--- config.mk ---
export PLATFORM = sky130hd
export DESIGN_NAME = mcp_port_top
export DESIGN_NICKNAME = d
export VERILOG_FILES = /design/src/rtl/mcp_pkg.sv /design/src/rtl/mcp_sync.sv /design/src/rtl/mcp_shifter.sv /design/src/rtl/mcp_pair_regs.sv /design/src/rtl/mcp_aux_regs.sv /design/src/rtl/mcp_port_top.sv
export SDC_FILE = /design/constraint.sdc
export NUM_CORES = 1
export LEC_CHECK = 0
export ABC_CLOCK_PERIOD_IN_PS = 1600
export BUFFER_PORTS_ARGS = -buffer_cell sky130_fd_sc_hd__buf_2
export CORE_MARGIN = 3
export CORE_UTILIZATION = 53
export CTS_CLUSTER_DIAMETER = 80
export CTS_CLUSTER_SIZE = 28
export DETAILED_ROUTE_END_ITERATION = 12
export GPL_TIMING_DRIVEN = 0
export PLACE_DENSITY = 0.81
export SYNTH_ARGS = -nofsm -noshare
export SYNTH_HDL_FRONTEND = slang
export SYNTH_SLANG_ARGS = --single-unit
--- constraint.sdc ---
create_clock -name clk -period 1.6 [get_ports clk]
set_clock_uncertainty 0.1 [all_clocks]
set_input_delay 0.16 -clock clk [delete_from_list [all_inputs] [get_ports clk]]
set_output_delay 0.16 -clock clk [all_outputs]
set_load 0.05 [all_outputs]
--- src/rtl/mcp_pkg.sv ---
package mcp_pkg;
    localparam int FRAME_W = 8;
    localparam int ADDR_W  = 3;
    localparam int FLD_W   = FRAME_W - ADDR_W;
    localparam int MODE_W  = 2;
    localparam int LVL_W   = 2;
    localparam int CMD_W   = 2;
    localparam int REF_W   = 4;
    localparam int SENS_N  = 3;
    localparam int CHOP_W  = 2;

    // Bank addresses as {D2,D1,D0}
    localparam logic [ADDR_W-1:0] BANK_MODE_A = 3'd0;
    localparam logic [ADDR_W-1:0] BANK_CTL_A  = 3'd1;
    localparam logic [ADDR_W-1:0] BANK_MODE_B = 3'd2;
    localparam logic [ADDR_W-1:0] BANK_CTL_B  = 3'd3;
    localparam logic [ADDR_W-1:0] BANK_DRIVE  = 3'd4;
    localparam logic [ADDR_W-1:0] BANK_REF    = 3'd5;
    localparam logic [ADDR_W-1:0] BANK_SYS    = 3'd7;
endpackage

--- src/rtl/mcp_sync.sv ---
// Multi-bit level synchronizer: each bit passes through STAGES flops.
// Assumes the inputs are independent levels; no bus coherency is implied.
// INIT gives the reset value per bit so an idle-high line does not
// produce a false edge after reset.
module mcp_sync #(
    parameter int             W      = 4,
    parameter int             STAGES = 2,
    parameter logic [W-1:0]   INIT   = '0
) (
    input  logic         clk,
    input  logic         rst_n,
    input  logic [W-1:0] din,
    output logic [W-1:0] dout
);
    for (genvar g = 0; g < W; g++) begin : g_bit
        logic [STAGES-1:0] chain;
        // shift the raw input through the synchronizer chain
        always_ff @(posedge clk) begin
            if (!rst_n) chain <= {STAGES{INIT[g]}};
            else        chain <= {chain[STAGES-2:0], din[g]};
        end
        assign dout[g] = chain[STAGES-1];
    end
endmodule

--- src/rtl/mcp_shifter.sv ---
// Serial-in frame register. Shifts toward bit 0 so that after eight
// accepted clocks bit k holds the k-th transmitted bit.
// Assumes sclk_rise and sdata are already synchronized and aligned.
module mcp_shifter
    import mcp_pkg::*;
(
    input  logic               clk,
    input  logic               rst_n,
    input  logic               sclk_rise,
    input  logic               stb_level,
    input  logic               sdata,
    output logic [FRAME_W-1:0] frame
);
    logic accept;
    assign accept = sclk_rise && !stb_level;

    // shift one bit in per accepted shift-clock edge
    always_ff @(posedge clk) begin
        if (!rst_n)      frame <= '0;
        else if (accept) frame <= {sdata, frame[FRAME_W-1:1]};
    end

    assert_ignore_when_high_R1: assert property (@(posedge clk) disable iff (!rst_n)
        (sclk_rise && stb_level) |=> $stable(frame));
endmodule

--- src/rtl/mcp_pair_regs.sv ---
// Register set for one microstep pair. Level, hold, run and enable are
// written directly; direction and mode are staged and copied to the
// applied outputs on the pair's step edge. pending marks staged data.
// Assumes wr_mode / wr_ctl are single-cycle pulses from the decoder.
module mcp_pair_regs
    import mcp_pkg::*;
(
    input  logic              clk,
    input  logic              rst_n,
    input  logic              wr_mode,
    input  logic              wr_ctl,
    input  logic [3:0]        fld,      // D6..D3
    input  logic              step_rise,
    output logic [MODE_W-1:0] mode,
    output logic [LVL_W-1:0]  level,
    output logic              dir,
    output logic              hold,
    output logic              run,
    output logic              enable,
    output logic              pending
);
    logic [MODE_W-1:0] mode_stg;
    logic              dir_stg;

    // staging, application on step edge and immediate fields
    always_ff @(posedge clk) begin
        if (!rst_n) begin
            mode_stg <= '0;
            dir_stg  <= 1'b0;
            mode     <= '0;
            dir      <= 1'b0;
            level    <= '0;
            hold     <= 1'b0;
            run      <= 1'b0;
            enable   <= 1'b1;
            pending  <= 1'b0;
        end else begin
            if (step_rise) begin
                mode    <= mode_stg;
                dir     <= dir_stg;
                pending <= 1'b0;
            end
            if (wr_mode) begin
                mode_stg <= fld[1:0];
                level    <= fld[3:2];
                pending  <= 1'b1;
            end
            if (wr_ctl) begin
                dir_stg <= fld[0];
                hold    <= fld[1];
                run     <= fld[2];
                enable  <= fld[3];
                pending <= 1'b1;
            end
        end
    end

    assert_apply_on_step_R5: assert property (@(posedge clk) disable iff (!rst_n)
        !step_rise |=> ($stable(dir) && $stable(mode)));
    assert_pending_clears_R5: assert property (@(posedge clk) disable iff (!rst_n)
        (step_rise && !wr_mode && !wr_ctl) |=> !pending);
    assert_ctl_immediate_R4: assert property (@(posedge clk) disable iff (!rst_n)
        wr_ctl |=> (enable == $past(fld[3]) && run == $past(fld[2])));
endmodule

--- src/rtl/mcp_aux_regs.sv ---
// Registers for the constant-current channels, sensor drivers, monitor
// and chopper. Applies the parallel-pin override and the reference
// write gate. Assumes the parallel pins arrive synchronized.
module mcp_aux_regs
    import mcp_pkg::*;
(
    input  logic               clk,
    input  logic               rst_n,
    input  logic               wr_drive,
    input  logic               wr_ref,
    input  logic               wr_sys,
    input  logic [FLD_W-1:0]   fld,      // D7..D3
    input  logic [1:0]         pin5,
    input  logic [1:0]         pin6,
    output logic [CMD_W-1:0]   drive5,
    output logic [CMD_W-1:0]   drive6,
    output logic [REF_W-1:0]   ref5,
    output logic [REF_W-1:0]   ref6,
    output logic [SENS_N-1:0]  sens_en,
    output logic               mon_en,
    output logic               mon_pair,
    output logic               mon_alt_pos,
    output logic [CHOP_W-1:0]  chop_sel
);
    logic [CMD_W-1:0] ser5, ser6;
    logic             pins5_idle, pins6_idle;

    assign pins5_idle = (pin5 == 2'b00);
    assign pins6_idle = (pin6 == 2'b00);

    // serial drive commands and gated reference codes
    always_ff @(posedge clk) begin
        if (!rst_n) begin
            ser5 <= '0;
            ser6 <= '0;
            ref5 <= '0;
            ref6 <= '0;
        end else begin
            if (wr_drive) begin
                ser5 <= fld[1:0];
                ser6 <= fld[3:2];
            end
            if (wr_ref && !fld[0] && pins5_idle) ref5 <= fld[4:1];
            if (wr_ref &&  fld[0] && pins6_idle) ref6 <= fld[4:1];
        end
    end

    // two-page system bank
    always_ff @(posedge clk) begin
        if (!rst_n) begin
            sens_en     <= '0;
            mon_alt_pos <= 1'b0;
            mon_en      <= 1'b0;
            mon_pair    <= 1'b0;
            chop_sel    <= '0;
        end else if (wr_sys) begin
            if (!fld[0]) begin
                sens_en     <= fld[3:1];
                mon_alt_pos <= fld[4];
            end else begin
                mon_en   <= fld[1];
                mon_pair <= fld[2];
                chop_sel <= fld[4:3];
            end
        end
    end

    // parallel pins take over whenever either one is high
    assign drive5 = pins5_idle ? ser5 : pin5;
    assign drive6 = pins6_idle ? ser6 : pin6;

    assert_ref5_gated_R7: assert property (@(posedge clk) disable iff (!rst_n)
        (wr_ref && !fld[0] && !pins5_idle) |=> $stable(ref5));
    assert_ref6_gated_R7: assert property (@(posedge clk) disable iff (!rst_n)
        (wr_ref && fld[0] && !pins6_idle) |=> $stable(ref6));
endmodule

--- src/rtl/mcp_port_top.sv ---
// Addressed serial configuration port. Synchronizes the three serial
// wires, the step lines and the parallel pins, assembles frames, decodes
// the bank address on the strobe edge and routes fields to the banks.
// Assumes every serial/step level lasts several system clocks.
module mcp_port_top
    import mcp_pkg::*;
#(
    parameter int SYNC_STAGES = 2
) (
    input  logic              clk,
    input  logic              rst_n,
    input  logic              sclk,
    input  logic              sdata,
    input  logic              stb,
    input  logic              step_a,
    input  logic              step_b,
    input  logic [1:0]        cc5_pin,
    input  logic [1:0]        cc6_pin,
    output logic [MODE_W-1:0] pa_mode,
    output logic [LVL_W-1:0]  pa_level,
    output logic              pa_dir,
    output logic              pa_hold,
    output logic              pa_run,
    output logic              pa_enable,
    output logic              pa_pending,
    output logic [MODE_W-1:0] pb_mode,
    output logic [LVL_W-1:0]  pb_level,
    output logic              pb_dir,
    output logic              pb_hold,
    output logic              pb_run,
    output logic              pb_enable,
    output logic              pb_pending,
    output logic              pb_micro,
    output logic [CMD_W-1:0]  pb_sat3_cmd,
    output logic [CMD_W-1:0]  pb_sat4_cmd,
    output logic              pb_fast_decay,
    output logic [CMD_W-1:0]  cc5_drive,
    output logic [CMD_W-1:0]  cc6_drive,
    output logic [REF_W-1:0]  cc5_ref,
    output logic [REF_W-1:0]  cc6_ref,
    output logic [SENS_N-1:0] sens_en,
    output logic              mon_en,
    output logic              mon_pair,
    output logic              mon_alt_pos,
    output logic [CHOP_W-1:0] chop_sel
);
    localparam int NSYNC = 9;
    localparam int NEDGE = 4;
    // bit order: {cc6[1:0], cc5[1:0], step_b, step_a, stb, sdata, sclk}
    localparam logic [NSYNC-1:0] SYNC_INIT = 9'b0_0000_0100;
    localparam logic [NEDGE-1:0] EDGE_INIT = 4'b0010;

    logic [NSYNC-1:0]   raw, lvl;
    logic [NEDGE-1:0]   edge_now, edge_q, rise;
    logic [FRAME_W-1:0] frame;
    logic [ADDR_W-1:0]  addr;
    logic [FLD_W-1:0]   fld;
    logic               commit;
    logic [FLD_W-1:0]   sat_q;

    assign raw = {cc6_pin, cc5_pin, step_b, step_a, stb, sdata, sclk};

    mcp_sync #(.W(NSYNC), .STAGES(SYNC_STAGES), .INIT(SYNC_INIT)) sync_i (
        .clk(clk), .rst_n(rst_n), .din(raw), .dout(lvl));

    // {step_b, step_a, stb, sclk}
    assign edge_now = {lvl[4], lvl[3], lvl[2], lvl[0]};

    // previous level for edge detection
    always_ff @(posedge clk) begin
        if (!rst_n) edge_q <= EDGE_INIT;
        else        edge_q <= edge_now;
    end
    assign rise = edge_now & ~edge_q;

    mcp_shifter shift_i (
        .clk(clk), .rst_n(rst_n), .sclk_rise(rise[0]), .stb_level(lvl[2]),
        .sdata(lvl[1]), .frame(frame));

    assign commit = rise[1];
    assign addr   = frame[ADDR_W-1:0];
    assign fld    = frame[FRAME_W-1:ADDR_W];

    mcp_pair_regs pair_a_i (
        .clk(clk), .rst_n(rst_n),
        .wr_mode(commit && addr == BANK_MODE_A),
        .wr_ctl(commit && addr == BANK_CTL_A),
        .fld(fld[3:0]), .step_rise(rise[2]),
        .mode(pa_mode), .level(pa_level), .dir(pa_dir), .hold(pa_hold),
        .run(pa_run), .enable(pa_enable), .pending(pa_pending));

    mcp_pair_regs pair_b_i (
        .clk(clk), .rst_n(rst_n),
        .wr_mode(commit && addr == BANK_MODE_B),
        .wr_ctl(commit && addr == BANK_CTL_B),
        .fld(fld[3:0]), .step_rise(rise[3]),
        .mode(pb_mode), .level(pb_level), .dir(pb_dir), .hold(pb_hold),
        .run(pb_run), .enable(pb_enable), .pending(pb_pending));

    // pair B drive style and saturated-mode fields, both immediate
    always_ff @(posedge clk) begin
        if (!rst_n) begin
            pb_micro <= 1'b0;
            sat_q    <= '0;
        end else if (commit) begin
            if (addr == BANK_MODE_B) pb_micro <= fld[4];
            if (addr == BANK_CTL_B)  sat_q    <= fld;
        end
    end
    assign pb_sat3_cmd   = sat_q[1:0];
    assign pb_sat4_cmd   = sat_q[3:2];
    assign pb_fast_decay = sat_q[4];

    mcp_aux_regs aux_i (
        .clk(clk), .rst_n(rst_n),
        .wr_drive(commit && addr == BANK_DRIVE),
        .wr_ref(commit && addr == BANK_REF),
        .wr_sys(commit && addr == BANK_SYS),
        .fld(fld), .pin5(lvl[6:5]), .pin6(lvl[8:7]),
        .drive5(cc5_drive), .drive6(cc6_drive), .ref5(cc5_ref), .ref6(cc6_ref),
        .sens_en(sens_en), .mon_en(mon_en), .mon_pair(mon_pair),
        .mon_alt_pos(mon_alt_pos), .chop_sel(chop_sel));

    assert_quiet_without_strobe_R2: assert property (@(posedge clk) disable iff (!rst_n)
        !commit |=> ($stable(pb_micro) && $stable(sat_q) && $stable(pa_level)
                     && $stable(cc5_ref) && $stable(sens_en)));
endmodule

### Word level (Yosys, flattened, before mapping)

Index checks and enable logic that the tools add are counted.

* flip-flop bits (word level): 80
* output and inout bits: 44
* logic and storage cells: 80
* input port bits: 11

* mux-type cells: 8
* equality and inequality tests: 6
* bitwise gates (word level): 3
* reduce and logical (&&, ||, !) cells: 23

Operator list (number)
* $logic_and 1x1->1: 12
* $eq 3x3->1 const B: 3
* $reduce_and 2->1: 4
* $eq 3x2->1 const B: 2
* $mux 1: 6
* $reduce_bool 3->1: 2
* $and 4x4->4: 1
* $logic_not 2->1: 2
* $mux 2: 2
* $not 4->4: 1
* $eq 3x1->1 const B: 1
* $logic_not 3->1: 1
* $logic_not 1->1: 2
* $not 1->1: 1

### Longest topological paths before layout

Gate-level depths: netlist of the first run.

* word-level depth: 5
* mapped depth: 5
* depth with buffers taken out: 3

### Modules after synthesis

Synthesis of the first run repeated with hierarchy kept, for this count alone.

* cells, all modules: 287
* area total of the unflattened synthesis: 3056.7 µm²

By module, submodules not included
* mcp_pair_regs: sequential area each 240.2 µm², area an instance 451.7 µm², times used 2, cells an instance 39
* mcp_aux_regs: sequential area each 400.4 µm², area an instance 855.8 µm², times used 1, cells an instance 87
* mcp_sync: sequential area each 360.3 µm², area an instance 566.8 µm², times used 1, cells an instance 46
* mcp_port_top: sequential area each 200.2 µm², area an instance 429.2 µm², times used 1, cells an instance 46
* mcp_shifter: sequential area each 160.2 µm², area an instance 301.5 µm², times used 1, cells an instance 30

### Worst setup path before layout of the first run

Ideal clock, no wire load.

* kind: register to output
* start point: reg aux_i.ser5[0]
* end point: out cc5_drive[0]
* required time: 1.340 ns
* buffers on the path: 0
* setup slack: -0.095 ns
* cell stages (with the launch flop): 3
* arrival: 1.435 ns
* path through: dfxtp_1 -> inv_1 -> o21ai_0

* cells in the longest elaborated chain, start to end: 1

Ends and longest elaborated chain
* start, declared: line mcp_aux_regs.sv:25 `logic [CMD_W-1:0] ser5, ser6;`
* start signal, assigned: line mcp_aux_regs.sv:40 `ser5 <= fld[1:0];`
* $mux 2: line mcp_aux_regs.sv:69 `assign drive5 = pins5_idle ? ser5 : pin5;`
* end, declared: line mcp_port_top.sv:37 `output logic [CMD_W-1:0] cc5_drive,`

No other way between the ends.

### Final worst setup path of the first run

* start point: reg shift_i.frame[2]
* end point: reg aux_i.mon_pair

* cells in the longest elaborated chain, start to end: 3

Ends and longest elaborated chain
* start, declared: line mcp_shifter.sv:12 `output logic [FRAME_W-1:0] frame`
* start signal, assigned: line mcp_shifter.sv:20 `else if (accept) frame <= {sdata, frame[FRAME_W-1:1]};`
* $eq 3x3->1: line mcp_port_top.sv:118 `.wr_sys(commit && addr == BANK_SYS),`
* $logic_and 1x1->1: line mcp_port_top.sv:118
* $reduce_and 2->1 (no source line)
* end signal, assigned: line mcp_aux_regs.sv:62 `mon_pair <= fld[2];`
* end, declared: line mcp_aux_regs.sv:21 `output logic mon_pair,`

No other way between the ends.
A chain may end at the register's enable or synchronous reset.

==> flow_summary_export.csv, run 1 <==
group,metric,value,unit
outcome,status,"completed",
die,initial_core_util,56.2,%
die,top_level_ports,55,
power,pwr-share-comb,3.7,%
die,dieArea,6040,um^2
synth,syn_area,2720,um^2
detailed_routing,vias,2017,
flow_run,drv_cap,0,
final_layout,drive_above_1_share,24.1,%
detailed_routing,drt-vias-per-instance,4.96,
timing,fin_crit,1.51,ns
power,seqPwrFrac,57.2,%
detailed_routing,dr.pass1.iters,4,
synth,synth_xor_area_share,0,%
worst_setup_path,crit_buf_inv,0,
global_route,grt_max_degree,13,
timing,finalHoldViolCount,0,
clock_network,clk_latency,0.35,ns
power,ir_worst_vdd,0.576,mV
global_route,grt_pass1_vias,1884,
worst_setup_path,cpPeakStageDelay,0.50,ns
worst_setup_path,path_delay_family,"simple AND/OR/NAND/NOR gates",
global_route,overflow,0,
timing,tightest_slew,0.594,ns
clock_network,cts.path.max_buffers,2,
final_layout,fin_cells,407,
die,coreArea,4850,um^2
power,p_leak,1.55,nW
placement,dp_slack,0.136,ns
synth,ys_ff_latch,77,
synth,ys_seq_area_share,56.6,%
placement,dp_hpwl,3820,um
synth,synth_top_family_by_area,"multiplexers",
detailed_routing,detail-route-antenna-nets,0,
timing,clock.fmax,0.664,GHz
die,die_w,77.7,um
power,p_int,2.63,mW
timing,fin_ws,0.0943,ns
clock_network,cts_inserted_buffers,9,
min_path,hold_class,"input pin to register",
global_route,antenna_found_initial,0,
detailed_routing,wl_per_cell,14.1,um
timing,max-slew-margin-rel,60.4,%
clock_network,clockRootBuffer,"clkbuf_8",
synth,synth_area_per_cell,10.4,um^2
synth,synthSimpleGateAreaFrac,19.2,%
synth,synth_compound_area_share,1.29,%
worst_setup_path,crit_path_start_kind,"register",
clock_network,h-tree-depth,3,
synth,synth_mux_area_share,19.5,%
detailed_routing,drt_drc_violations_left,0,
clock_network,cts_tree,"yes",
timing,post-route-period-util,94.1,%
power,switching_share,22.8,%
worst_setup_path,crit_path_top_delay_cell,"dfxtp_1",
worst_setup_path,endpoint_kind,"register",
timing,setup_viol,0,
global_route,grt_pass1_wl,9380,um
power,p_per_area,1020,nW/um^2
die,rows,25,
placement,port_buffers,54,
worst_setup_path,arrival,1.69,ns
power,power_frac_clock,39.1,%
detailed_routing,drt_iter0_markers,162,
placement,dp.cells,382,
timing,maxSlewViolCount,0,
timing,rsz0062_at_grt,"yes",
final_layout,area_delta_synth_final,23.1,%
worst_setup_path,crit_chain,"nand3b_1 > nor2_1 > mux2i_1",
clock_network,cts.sinks,77,
final_layout,diodes,0,
power,p_switching,0.777,mW
clock_network,post_cts_buffers,0,
synth,synthCells,261,
synth,synth_fp_nets,272,
die,die_y,77.7,um
final_layout,nNetsFinal,346,
worst_setup_path,critPathRequiredTime,1.78,ns
worst_setup_path,path_max_fanout,7,
synth,ys_types,27,
power,p_total,3.41,mW
placement,gp_congestion,0.760,
detailed_routing,wirelength,5720,um
worst_setup_path,path_class,"register to register",
global_route,grt_use_total,20.4,%
synth,ys_warn_count,0,
clock_network,clk_pin_slew,0.08,ns
synth,yosys.area_share.adder,0,%
cell type report:
cell class                      instances  area [um^2]
Fill cell                             400         1500
Multi-Input combinational cell        164         1100
Inverter                                5         18.8
Tap cell                               67         83.8
Sequential cell                        77         1540
Clock buffer                           12          155
Timing Repair Buffer                   63          360
Buffer                                 15         73.8
Clock inverter                          4         22.5
power by group through the flow:
stage,Combinational [mW],Clock [mW],Sequential [mW]
finish,0.128,1.33,1.95
global route,0.139,1.44,1.95
CTS,0.127,1.35,1.95
detailed placement,0.110,0,1.99
global placement,0.107,0,1.99
floorplan,0.0716,0,1.99
final timing paths:
kind	start	depth (start not counted)	end	slack, ns
setup / recovery	shift_i.frame[2]	3	aux_i.mon_pair	0.09
hold / removal	rst_n	3	pair_a_i.pending	0.09
setup reg to reg	shift_i.frame[2]	3	aux_i.mon_pair	0.09
hold reg to reg	sync_i.g_bit[2].chain[0]	1	sync_i.g_bit[2].chain[1]	0.33
worst min-delay path, delay by kind of cell:
kind                   cells  cell delay, ns
buffers and inverters      2            0.27
AOI/OAI and AO/OA          1            0.06
cells in the final DEF, fill, tap and decap left out, types with 3 or more instances in the layout:
cell / n
nor2_1: 20
inv_1: 4
buf_4: 3
and2_1: 19
nand2b_1: 7
clkbuf_1: 6
mux2i_1: 53
clkinv_2: 3
dlygate4sd3_1: 9
clkbuf_8: 11
dfxtp_1: 77
buf_2: 59
nand2_1: 45
synth_stat cells:
| cell | instances | area share (%) |
|---|---|---|
| a21o_1 | 2 | 0.55 |
| a21oi_1 | 2 | 0.37 |
| and2_1 | 19 | 4.4 |
| and4bb_2 | 1 | 0.46 |
| buf_1 | 2 | 0.28 |
| buf_2 | 5 | 0.92 |
| buf_4 | 3 | 0.83 |
| clkbuf_1 | 5 | 0.69 |
| clkinv_1 | 1 | 0.14 |
| dfxtp_1 | 77 | 57 |
| inv_1 | 4 | 0.55 |
| mux2i_1 | 53 | 19 |
| nand2_1 | 45 | 6.2 |
| nand2b_1 | 7 | 1.6 |
| nand3_1 | 1 | 0.18 |
| nand3_2 | 1 | 0.37 |
| nand3b_1 | 2 | 0.55 |
| nand4_1 | 1 | 0.23 |
| nand4bb_1 | 1 | 0.41 |
| nor2_1 | 20 | 2.8 |
| nor2_2 | 1 | 0.23 |
| nor2b_1 | 2 | 0.46 |
| nor3_2 | 1 | 0.37 |
| nor3b_1 | 1 | 0.28 |
| nor3b_2 | 1 | 0.46 |
| nor4b_1 | 1 | 0.32 |
| o21ai_0 | 2 | 0.37 |
routing by layer:
| metal | vias to the layer above | GRT usage [%] | share of wire, % |
|---|---|---|---|
| li1 | 993 | - | - |
| met1 | 958 | 25.8 | 45 |
| met2 | 55 | 32.6 | 47 |
| met3 | 11 | 6.50 | 6.1 |
| met4 | 0 | 7.47 | 1.6 |
| met5 | - | 0 | 0 |
timing repair:
item | 4_1_cts | 5_1_grt
endpoints found under the setup margin | 0 | 4
hold endpoints to repair | 9 | 0
hold buffers | 9 | 0
resized for setup | 0 | 1
state kept, by name (all words and copies together) (netlist names), 3 cells and up:
name,count
aux_i.ref5,4
aux_i.ref6,4
aux_i.sens_en,3
edge_q,4
sat_q,5
shift_i.frame,8
sync_i.g_bit.chain,18
through the flow:
stage,cell area (um^2),TNS (ns),hold slack (ns),util (%)
2_1_floorplan,2720,0,0.161,-
3_3_place_gp,3080,0,0.250,63.5
3_5_place_dp,3080,0,0.252,63.5
4_1_cts,3350,0,0.0868,69.0
5_1_grt,3350,-0.00242,0.103,69.1
6_report,3350,0,0.0935,69.1
cell families after synthesis:
kind of cell,Yosys count
compound gates,6
buf+inv,20
flops,77
mux,53
simple gates,105
Power figures use the tool's default switching activity.
==> inputs of run 2 (changes only) <==
Settings changed: ABC_AREA from default to 1, CORE_UTILIZATION 53 to 54, PLACE_DENSITY 0.81 to 0.82.
==> run 2 against run 1 <==
  * Critical path depth rose by 2
  * Core utilization rose by 3.0 points
  * Non-clock buffer count fell by 2
  * Count of clock-buffer cells in the layout did not move
  * Critical path type unchanged
  * Critical endpoint is now aux_i.ref6[2]
  * Largest power group unchanged
==> flow_summary_export.csv, run 2 <==
group,metric,value,unit
outcome,status,"completed",
worst_setup_path,path_max_fanout,8,
timing,maxSlewViolCount,0,
synth,ys_warn_count,0,
clock_network,clockRootBuffer,"clkbuf_8",
power,p_switching,0.846,mW
timing,fin_crit,1.43,ns
power,p_total,3.95,mW
min_path,hold_class,"input pin to register",
worst_setup_path,critPathRequiredTime,1.75,ns
power,p_per_area,1110,nW/um^2
power,p_int,3.10,mW
worst_setup_path,crit_buf_inv,1,
synth,async_flop_share,0,%
synth,ys_ff_latch,77,
detailed_routing,dr.pass1.iters,5,
clock_network,h-tree-depth,3,
timing,rsz0062_at_grt,"no",
die,initial_core_util,58.3,%
min_path,holdPathStages,3,
clock_network,post_cts_resize_count,0,
detailed_routing,drt_drc_violations_left,0,
die,top_level_ports,55,
global_route,overflow,0,
synth,ys_seq_area_share,53.8,%
final_layout,largest_reg_flops,18,
clock_network,clk_pin_slew,0.07,ns
synth,syn_area,2860,um^2
synth,synthCells,378,
synth,synth_flop_cell,"dfxtp_1",
synth,synth_fp_nets,389,
placement,gp_congestion,0.899,
final_layout,diodes,0,
final_layout,final_core_util,72.1,%
worst_setup_path,endpoint_kind,"register",
worst_setup_path,crit_chain,"inv_2 > nor3_4 > nand3_1 > nand2_1 > nor2_1",
global_route,grt_max_degree,13,
flow_run,drv_cap,0,
timing,clock.fmax,0.700,GHz
timing,post-route-period-util,89.3,%
die,dieArea,6210,um^2
power,power_frac_clock,44.5,%
worst_setup_path,r2r_cells,5,
worst_setup_path,crit_path_start_kind,"register",
detailed_routing,detail-route-antenna-nets,0,
power,p_leak,1.81,nW
worst_setup_path,arrival,1.58,ns
final_layout,area_delta_synth_final,23.7,%
clock_network,cts_hold_buf,9,
timing,finalHoldViolCount,0,
final_layout,nNetsFinal,462,
detailed_routing,vias,2533,
final_layout,drive_above_1_share,20.6,%
timing,tightest_slew,0.530,ns
timing,setup_tns,0,ns
worst_setup_path,worst-path-stages,5,
power,seqPwrFrac,50.0,%
power,ir_worst_vdd,0.793,mV
clock_network,cts_tree,"yes",
detailed_routing,wirelength,6320,um
final_layout,top_register,"sync_i.g_bit.chain",
clock_network,post_cts_buffers,0,
global_route,grt_use_total,22.5,%
synth,synthTopCellsByArea,"dfxtp_1 (54%), nand2_1 (11%), nor2_1 (10%)",
final_layout,final_common_cell,"nand2_1",
global_route,grt_pass1_vias,2392,
placement,dp_hpwl,4390,um
global_route,grt_pass1_wl,10700,um
worst_setup_path,crit_path_top_delay_cell,"dfxtp_1",
placement,port_buffers,53,
detailed_routing,drt_iter0_markers,169,
synth,synth_area_per_cell,7.57,um^2
timing,max-slew-margin-rel,64.5,%
final_layout,final_cell_mix,"nand2_1 (87), nor2_1 (77), dfxtp_1 (77)",
timing,setup_viol,0,
detailed_routing,wl_per_cell,12.1,um
clock_network,clk_latency,0.35,ns
die,rows,25,
die,die_y,78.8,um
synth,synth_edf_count,0,
clock_network,cts.sinks,77,
synth,synth_common_cells,"nand2_1 (87), dfxtp_1 (77), nor2_1 (77), inv_1 (45), o21ai_0 (23)",
final_layout,fill_cells,422,
final_layout,fin_area,3540,um^2
worst_setup_path,path_delay_family,"simple AND/OR/NAND/NOR gates",
clock_network,cts_inserted_buffers,9,
detailed_routing,drt-vias-per-instance,4.84,
power,pwr-share-comb,5.5,%
power,switching_share,21.4,%
synth,synth_top_area_share,53.8,%
placement,dpl_cell_area,3210,um^2
die,die_w,78.8,um
final_layout,top_regs,"sync_i.g_bit.chain: 18 flops, shift_i.frame: 8 flops, sat_q: 5 flops",
synth,synth_most_common_cell,"nand2_1",
worst_setup_path,cpPeakStageDelay,0.50,ns
synth,ys_types,22,
worst_setup_path,path_class,"register to register",
clock_network,cts.path.max_buffers,2,
die,coreArea,4910,um^2
synth,yosysTopAreaCell,"dfxtp_1",
global_route,antenna_found_initial,0,
run 2: changes by cell type after synthesis, sizes merged, moves of 19 or more:
cell,previous run,this run
nor2,21,83
mux2i,53,0
nand2,45,90
inv,4,48
o21ai,2,23
and2,19,0
run 2: worst reg2reg max path: stages, from the launching register on:
cell     delay, ns
dfxtp_1       0.50
inv_2         0.16
nor3_4        0.33
nand3_1       0.12
nand2_1       0.07
nor2_1        0.04
run 2: cell type report:
class	count	area, um^2	area share (%)
clock buffer	12	145	4.10
inverter	48	180	5.09
multi-input combinational	239	1060	30.0
timing repair buffer	62	355	10.0
clock inverter	4	95.1	2.68
tap	67	83.8	2.37
buffer	14	77.6	2.19
sequential	77	1540	43.5
run 2: final timing paths:
check	from	end	slack, ns
setup / recovery	shift_i.frame[3]	aux_i.ref6[2]	0.17
hold / removal	rst_n	shift_i.frame[0]	0.05
setup reg to reg	shift_i.frame[3]	aux_i.ref6[2]	0.17
hold reg to reg	sync_i.g_bit[4].chain[0]	sync_i.g_bit[4].chain[1]	0.31
run 2: through the flow:
stage               instances  hold WS [ns]  setup WS, ns
detailed placement        498         0.247         0.204
CTS                       523        0.0342         0.182
global route              523        0.0572        0.0724
global placement          498         0.242         0.212
finish                    523        0.0481         0.171
floorplan                 378         0.158         0.422
run 2: power groups by stage:
| stage | Combinational [mW] | Clock, mW | Sequential, mW |
|---|---|---|---|
| floorplan | 0.112 | 0 | 2.05 |
| global placement | 0.196 | 0 | 2.01 |
| detailed placement | 0.199 | 0 | 2.02 |
| CTS | 0.218 | 1.76 | 1.97 |
| global route | 0.242 | 1.86 | 1.98 |
| finish | 0.218 | 1.76 | 1.97 |
run 2: cells by family (layout without fill, tap and decap cells):
kind of cell    count (synthesis)  after routing  synth area share [%]
simple gates                  197            197                  29.8
flops                          77             77                  53.8
compound gates                 42             42                  7.34
buf+inv                        62            140                  9.00
run 2: per-layer routing:
metal	routed length, um	vias to the layer above	GRT usage [%]
li1	-	1297	-
met1	2750	1161	26.3
met2	3110	64	38.5
met3	320	11	5.33
met4	142	0	11.5
met5	0	-	0
